[src/rtl/uart_rx_vote.sv]
module uart_rx_vote #(
  parameter int OSR      = 16,
  parameter int DW       = 8,
  parameter int BRK_BITS = 16
) (
  input  logic          clk,
  input  logic          rst_n,
  input  logic          tick16,
  input  logic          rxd,
  input  logic [1:0]    par_mode,
  input  logic          rd,
  output logic [DW-1:0] data,
  output logic          ready,
  output logic          idle,
  output logic          brk,
  output logic          start_pulse,
  output logic          noise_pulse,
  output logic          frame_err_pulse,
  output logic          parity_err_pulse,
  output logic          overrun_pulse
);
  localparam int CW        = $clog2(OSR);
  localparam int IW        = $clog2(DW);
  localparam int MID       = OSR / 2;
  localparam int BRK_TICKS = OSR * BRK_BITS;
  localparam int BW        = $clog2(BRK_TICKS + 1);

  typedef enum logic [2:0] {S_IDLE, S_START, S_DATA, S_PAR, S_STOP} st_t;

  st_t           st;
  logic          rx_m, rx_s, last_rx;
  logic [CW-1:0] cnt;
  logic [IW-1:0] bit_idx;
  logic          s_a, s_b, par_bit, noise_acc;
  logic [DW-1:0] shreg;
  logic [BW-1:0] bcnt;

  wire vote     = (s_a & s_b) | (s_a & rx_s) | (s_b & rx_s);
  wire disagree = !((s_a == s_b) && (s_b == rx_s));
  wire at_vote  = tick16 && (cnt == CW'(MID + 1));
  wire at_end   = tick16 && (cnt == CW'(OSR - 1));
  wire par_on   = (par_mode == 2'b01) || (par_mode == 2'b10);
  wire odd_sel  = (par_mode == 2'b10);
  wire done     = at_vote && (st == S_STOP);

  assign idle = (st == S_IDLE);

  always_ff @(posedge clk or negedge rst_n) begin
    if (!rst_n) begin
      rx_m <= 1'b1; rx_s <= 1'b1; last_rx <= 1'b1;
      st <= S_IDLE; cnt <= '0; bit_idx <= '0;
      s_a <= 1'b1; s_b <= 1'b1; par_bit <= 1'b0; noise_acc <= 1'b0;
      shreg <= '0; data <= '0; ready <= 1'b0;
      start_pulse <= 1'b0; noise_pulse <= 1'b0; frame_err_pulse <= 1'b0;
      parity_err_pulse <= 1'b0; overrun_pulse <= 1'b0;
    end else begin
      rx_m <= rxd;
      rx_s <= rx_m;
      start_pulse <= 1'b0; noise_pulse <= 1'b0; frame_err_pulse <= 1'b0;
      parity_err_pulse <= 1'b0; overrun_pulse <= 1'b0;
      if (rd) ready <= 1'b0;
      if (tick16) last_rx <= rx_s;
      if (st == S_IDLE) begin
        if (tick16 && !rx_s && last_rx) begin
          st <= S_START;
          cnt <= CW'(1);
          noise_acc <= 1'b0;
        end
      end else begin
        if (tick16) cnt <= (cnt == CW'(OSR - 1)) ? '0 : cnt + 1'b1;
        if (tick16 && cnt == CW'(MID - 1)) s_a <= rx_s;
        if (tick16 && cnt == CW'(MID)) s_b <= rx_s;
        if (at_vote) noise_acc <= noise_acc | disagree;
        case (st)
          S_START: begin
            if (at_vote) begin
              if (vote) st <= S_IDLE;
              else start_pulse <= 1'b1;
            end
            if (at_end) begin
              st <= S_DATA;
              bit_idx <= '0;
            end
          end
          S_DATA: begin
            if (at_vote) shreg <= {vote, shreg[DW-1:1]};
            if (at_end) begin
              if (bit_idx == IW'(DW - 1)) st <= par_on ? S_PAR : S_STOP;
              else bit_idx <= bit_idx + 1'b1;
            end
          end
          S_PAR: begin
            if (at_vote) par_bit <= vote;
            if (at_end) st <= S_STOP;
          end
          S_STOP: begin
            if (at_vote) begin
              st <= S_IDLE;
              frame_err_pulse <= !vote;
              noise_pulse <= noise_acc | disagree;
              parity_err_pulse <= par_on && ((^shreg ^ par_bit) != odd_sel);
              if (ready && !rd) overrun_pulse <= 1'b1;
              else begin
                data <= shreg;
                ready <= 1'b1;
              end
            end
          end
          default: st <= S_IDLE;
        endcase
      end
    end
  end

  always_ff @(posedge clk or negedge rst_n) begin
    if (!rst_n) begin
      bcnt <= '0;
      brk <= 1'b0;
    end else if (rx_s) begin
      bcnt <= '0;
      brk <= 1'b0;
    end else if (tick16 && bcnt != BW'(BRK_TICKS)) begin
      bcnt <= bcnt + 1'b1;
      if (bcnt == BW'(BRK_TICKS - 1)) brk <= 1'b1;
    end
  end
endmodule


[config.mk]
export PLATFORM = sky130hd
export DESIGN_NAME = uart_rx_vote
export DESIGN_NICKNAME = d
export VERILOG_FILES = /design/src/rtl/uart_rx_vote.sv
export SDC_FILE = /design/constraint.sdc
export NUM_CORES = 1
export LEC_CHECK = 0
export BUFFER_PORTS_ARGS = -buffer_cell sky130_fd_sc_hd__buf_2
export CAP_MARGIN = 20
export CORE_ASPECT_RATIO = 2
export CORE_MARGIN = 8
export CORE_UTILIZATION = 53
export DETAILED_ROUTE_END_ITERATION = 8
export GPL_ROUTABILITY_DRIVEN = 0
export PLACE_DENSITY_LB_ADDON = 0.12
export SYNTH_ARGS = -nofsm -noshare
export SYNTH_HDL_FRONTEND = slang
export SYNTH_SLANG_ARGS = --single-unit
[constraint.sdc]
create_clock -name clk -period 1.8 [get_ports clk]
set_clock_uncertainty 0.15 [all_clocks]
set_input_delay 0.27 -clock clk [delete_from_list [all_inputs] [get_ports clk]]
set_output_delay 0.27 -clock clk [all_outputs]
set_load 0.01 [all_outputs]
**Word-level counts from Yosys, hierarchy flattened**

Index checks and enable logic that the tools add are counted.
W data, S select, Z words.

- Output and inout bits: 16
- Logic and storage cells: 139
- Register bits: 49
- Bits of input ports: 7

- Equal/unequal tests: 26
- Add/sub/neg operators: 3
- Mux-type cells: 49
- Bitwise gates (word level): 9
- Reductions and logical operators: 32

Operators by type and width:

| operator | count |
|---|---|
| $mux W3 | 13 |
| $mux W1 | 28 |
| $mux W9 | 2 |
| $mux W4 | 4 |
| $eq A4 B4 Y1 const B | 3 |
| $ne A3 B3 Y1 const B | 4 |
| $pmux W3 S4 | 1 |
| $logic_and A1 B1 Y1 | 10 |
| $reduce_and A2 Y1 | 5 |
| $reduce_bool A2 Y1 | 5 |
| $add A9 B1 Y9 const B | 1 |
| $eq A9 B8 Y1 const B | 1 |
| $ne A9 B9 Y1 const B | 1 |
| $ne A4 B4 Y1 const B | 2 |
| $reduce_xor A8 Y1 | 1 |
| $reduce_and A7 Y1 | 1 |
| $eq A3 B2 Y1 const B | 2 |
| $eq A3 B3 Y1 const B | 2 |
| $ne A2 B2 Y1 const B | 3 |
| $pmux W3 S2 | 1 |
| $reduce_and A3 Y1 | 2 |
| $reduce_and A5 Y1 | 1 |
| $add A4 B1 Y4 const B | 1 |
| $eq A4 B3 Y1 const B | 1 |
| other kinds (15) | 24 |

**Logic depth before layout (Yosys ltp)**

- Word-level depth: 8
- Depth in mapped cells: 7
- Gate-level depth less buffers: 6

**Worst setup path after synthesis**

OpenSTA, ideal clock, no wires.

- Path type: register -> register
- Start: register cnt[1]
- End: register shreg[0]
- Stages on the path, launching flop included: 7
- Library setup time: 0.125 ns
- Path buffers: 1
- Data required time: 1.525 ns
- Data arrival time: 1.653 ns
- Slack: -0.128 ns
- Cells stage by stage: dfrtp_1 > inv_1 > ha_1 > nand4b_4 > or4_1 > buf_4 > mux2_4

- Cells in the longest elaborated chain, start to end: 3

Ends and longest elaborated chain:

| what | RTL line | source |
|---|---|---|
| start, declared | 32 | `logic [CW-1:0] cnt;` |
| start signal, assigned | 70 | `if (tick16) cnt <= (cnt == CW'(OSR - 1)) ? '0 : cnt + 1'b1;` |
| $eq A4 B4 Y1 | 40 | `wire at_vote = tick16 && (cnt == CW'(MID + 1));` |
| $logic_and A1 B1 Y1 | 40 |  |
| $reduce_and A3 Y1 (no source line) | -- |  |
| end signal, assigned | 86 | `if (at_vote) shreg <= {vote, shreg[DW-1:1]};` |
| end, declared | 35 | `logic [DW-1:0] shreg;` |

No other way between the ends.
A chain may end at the register's enable or synchronous reset.

**Worst setup path after layout**

- Start: register cnt[1]
- End: register shreg[1]

The elaborated chain is that of the path after synthesis.

==> key figures <==
Critical path
  • Family with the most delay on the worst path: simple AND/OR/NAND/NOR gates
  • CP Max Fanout: 8
  • Reg2Reg Launch Point: cnt[1]$_DFFE_PN0P_
  • Worst path slowest cell: or4_4
  • Worst reg2reg setup slack: -90 ps
  • Crit path DAT: between 1500 and 2000 ps
  • CP startpoint kind: flop
  • R2r worst-path depth: 5
  • Buf+Inv Stages, Crit Path: 1
  • CP cell instances: inv_2 > ha_4 > nand4b_4 > or4_4 > mux2_4
  • Crit Path Class: reg2reg
  • Slowest cell delay on critical path: roughly 530 ps
  • FF-to-FF End: shreg[1]$_DFFE_PN0P_
  • Setup crit end kind: flop
  • Data required, critical path: around 1800 ps

Pwr
  • Static Leak: around 1.6 nW
  • Peak VDD IR: 0.0005793 V
  • PD cells: 705.8 mW/mm2
  • Total Power: approximately 2.2 mW

Min path
  • Worst hold stages: 3
  • Min-Delay Path Class: in2reg
  • Hold EP: overrun_pulse$_DFF_PN0_
  • Hold Startpoint: rd

Timing
  • RSZ-0062 raised after global routing: true
  • Final-report hold violation count: 0
  • Period utilization: 105.0%
  • Final setup fails: 19
  • Final worst slack: -90.40 ps
  • Max transition margin: roughly 72%
  • Max Fclk: 529.0 MHz
  • Slew Limit Fails: 0
  • Final Critical Period: 1890 ps
  • Worst-Margin Slew: roughly 410 ps

Clocking
  • CTS Buffer Depth: 2
  • Root Driver: clkbuf_8
  • Clk pin slew, worst setup/hold paths: approximately 90 ps
  • CTS tree: yes
  • TritonCTS buffer count: 5
  • H-tree levels: 2
  • CTS Sinks: between 40 and 50
  • Worst-Skew Late Latency: 300 ps

Finish
  • Layout Nets: between 200 and 300
  • FILL cells: between 300 and 400
  • Diodes inserted: 0
  • Fraction of layout cells with a size suffix above 1: approximately 40%
  • Layout area overhead: 26.58%

Detailed routing
  • Via count: around 1800
  • DRC errors left: 0
  • Post-DR wirelength/cell: roughly 18 um
  • First-pass DRT Iterations: 4
  • Vias/cell: 5.599
  • Routed WL: between 5000 and 6000 um
  • Drt initial violations: 70
  • Antenna viol nets, final: 0

Floorplan
  • Effective utilization at floorplan: between 50% and 60%
  • Core area: 0.004554 mm2
  • Die width: roughly 65 um
  • Io pins: 23
  • Die area: approximately 0.0073 mm2
  • Die height: 113.0 um
  • Row count: 35

Status
  • Outcome: complete, but fails checks
  • Failing checks: setup timing

Synthesis
  • Post-synth EDFFs: 0
  • Sequential share of the synthesized area: about half
  • Most used DFF post-synth: dfrtp_1
  • Yosys reg bits: 49
  • Avg Inst Size Synth: around 12 um2
  • Top cells by area, synth: dfrtp_1, mux2_1, ha_1
  • Largest area contributor in the netlist: dfrtp_1
  • Most frequent cell after synthesis: dfrtp_1
  • Syn nets: 230
  • Cell variety after synth: 55
  • Netlist Area Pre-Place: 0.002495 mm2
  • Synth async-reset ratio: 100.0%
  • Share of the synthesized area in the top cell type: 44.13%
  • Mapped Cells: between 200 and 250
  • Commonest cells post-synth: dfrtp_1, nor2_1, mux2_1, ha_1, nand2_1
  • Yosys warning total: 0

Global route
  • Largest net degree at the start of global routing: 34
  • Initial antenna violation count: 0
  • Gr ovfl total: 0
  • GRT Total Usage: 16.55%
  • First-pass GRT wire length: 9556 um
  • Number of global-route vias before repair: around 2000

Run
  • Max cap viols: 0

Placed design
  • DP Wirelength: 4315 um
  • Dpl ws: -130.5 ps
  • Port Buf Inserts: 22
[worst max-delay path by stage]
stage | start | depth (start not counted) | to | slack (ps)
3_3_place_gp | cnt[1]$_DFFE_PN0P_ | 7 | start_pulse$_DFF_PN0_ | -70
2_1_floorplan | cnt[1]$_DFFE_PN0P_ | 6 | shreg[0]$_DFFE_PN0P_ | -60
4_1_cts | cnt[1]$_DFFE_PN0P_ | 6 | shreg[1]$_DFFE_PN0P_ | -120
5_1_grt | cnt[1]$_DFFE_PN0P_ | 5 | shreg[7]$_DFFE_PN0P_ | -140
6_report | cnt[1]$_DFFE_PN0P_ | 5 | shreg[1]$_DFFE_PN0P_ | -90
3_5_place_dp | cnt[1]$_DFFE_PN0P_ | 6 | shreg[1]$_DFFE_PN0P_ | -130
[timing repair]
| item | 4_1_cts | 5_1_grt |
|---|---|---|
| hold endpoints to repair | 12 | 0 |
| endpoints found under the setup margin | 27 | 31 |
| buffers inserted | 7 | 8 |
| hold buffers | 2 | 0 |
| resized for setup | 13 | 7 |
| pin swaps | 6 | 11 |
| gates cloned | 0 | 0 |
[kinds of logic (layout without fill, tap and decap cells)]
group                    Yosys count  after routing  share of synthesized area [%]
buffers and inverters             18             80                          3.410
flip-flops                        49             49                          49.40
adder cells (fa/ha/maj)           11             11                          5.516
AO/OA/AOI/OAI                     27             27                          7.824
XOR/XNOR                          13             13                          5.115
AND/OR/NAND/NOR                   66             66                          15.00
multiplexers                      28             28                          13.74
[layout make-up]
class | instances | area, um2 | area share, %
clock buffer | 6 | 72.57 | 2.298
clock inverter | 2 | 10.01 | 0.3170
inverter | 7 | 26.28 | 0.8320
multi-input combinational | 145 | 1275 | 40.37
sequential | 49 | 1235 | 39.10
tap | 55 | 68.82 | 2.179
timing repair buffer | 65 | 470.5 | 14.90
[report_power, final]
part / internal, mW / leakage [nW] / switching [mW]
combinational: 0.220 / 0.886 / 0.210
clock: 0.270 / 0.0450 / 0.341
sequential: 1.15 / 0.657 / 0.0437
total: 1.63 / 1.59 / 0.594
[sequential cells by signal, indices dropped and copies added, names as in the netlist]
name and count:
overrun_pulse 1, rx_m 1, bit_idx 3, s_a 1
data 8, s_b 1, noise_acc 1, last_rx 1
st 3, rx_s 1, frame_err_pulse 1, ready 1
start_pulse 1, bcnt 9, par_bit 1, parity_err_pulse 1
brk 1, noise_pulse 1, cnt 4, shreg 8
[layer usage]
layer / vias up / track usage [%] / wire length (um)
li1: 885 / - / -
met1: 906 / 15.41 / 2045
met2: 35 / 31.84 / 3338
met3: 16 / 4.055 / 236
met4: 0 / 7.331 / 186
met5: - / 0 / 0
[per-stage QoR]
step                      util (%)  hold slack [ps]  std cells  instance area, um2  setup TNS (ps)
after floorplan                  -           -175.6        212                2520          -460.1
after global placement       63.21            62.33        307                2879          -612.1
after detailed placement     63.21            70.40        307                2879           -1590
after CTS                    67.99            138.7        324                3097           -1531
after global routing         69.34            156.5        329                3158           -2323
final                        69.34            142.1        329                3158          -928.4
[cells in the final DEF, fill, tap and decap left out, types with 4 or more instances in the layout]
| master | netlist | routed |
|---|---|---|
| a21oi_1 | 8 | 7 |
| buf_2 | 5 | 22 |
| buf_4 | 1 | 37 |
| clkbuf_8 | 0 | 5 |
| dfrtp_1 | 44 | 42 |
| dfstp_2 | 5 | 5 |
| ha_1 | 11 | 7 |
| inv_1 | 7 | 6 |
| mux2_1 | 13 | 13 |
| mux2_2 | 5 | 5 |
| mux2_4 | 8 | 8 |
| nand2_1 | 9 | 9 |
| nand3_1 | 6 | 6 |
| nand4_1 | 4 | 4 |
| nor2_1 | 19 | 18 |
| nor3_1 | 8 | 7 |
| xnor2_1 | 7 | 7 |
| xor2_1 | 5 | 5 |
[worst register-to-register path, cell delays in order (launching register included)]
cell      delay [ps]
dfrtp_1          430
inv_2            100
ha_4             140
nand4b_4         100
or4_4            530
mux2_4           340
Note: power is estimated with default switching activity, not from simulation.
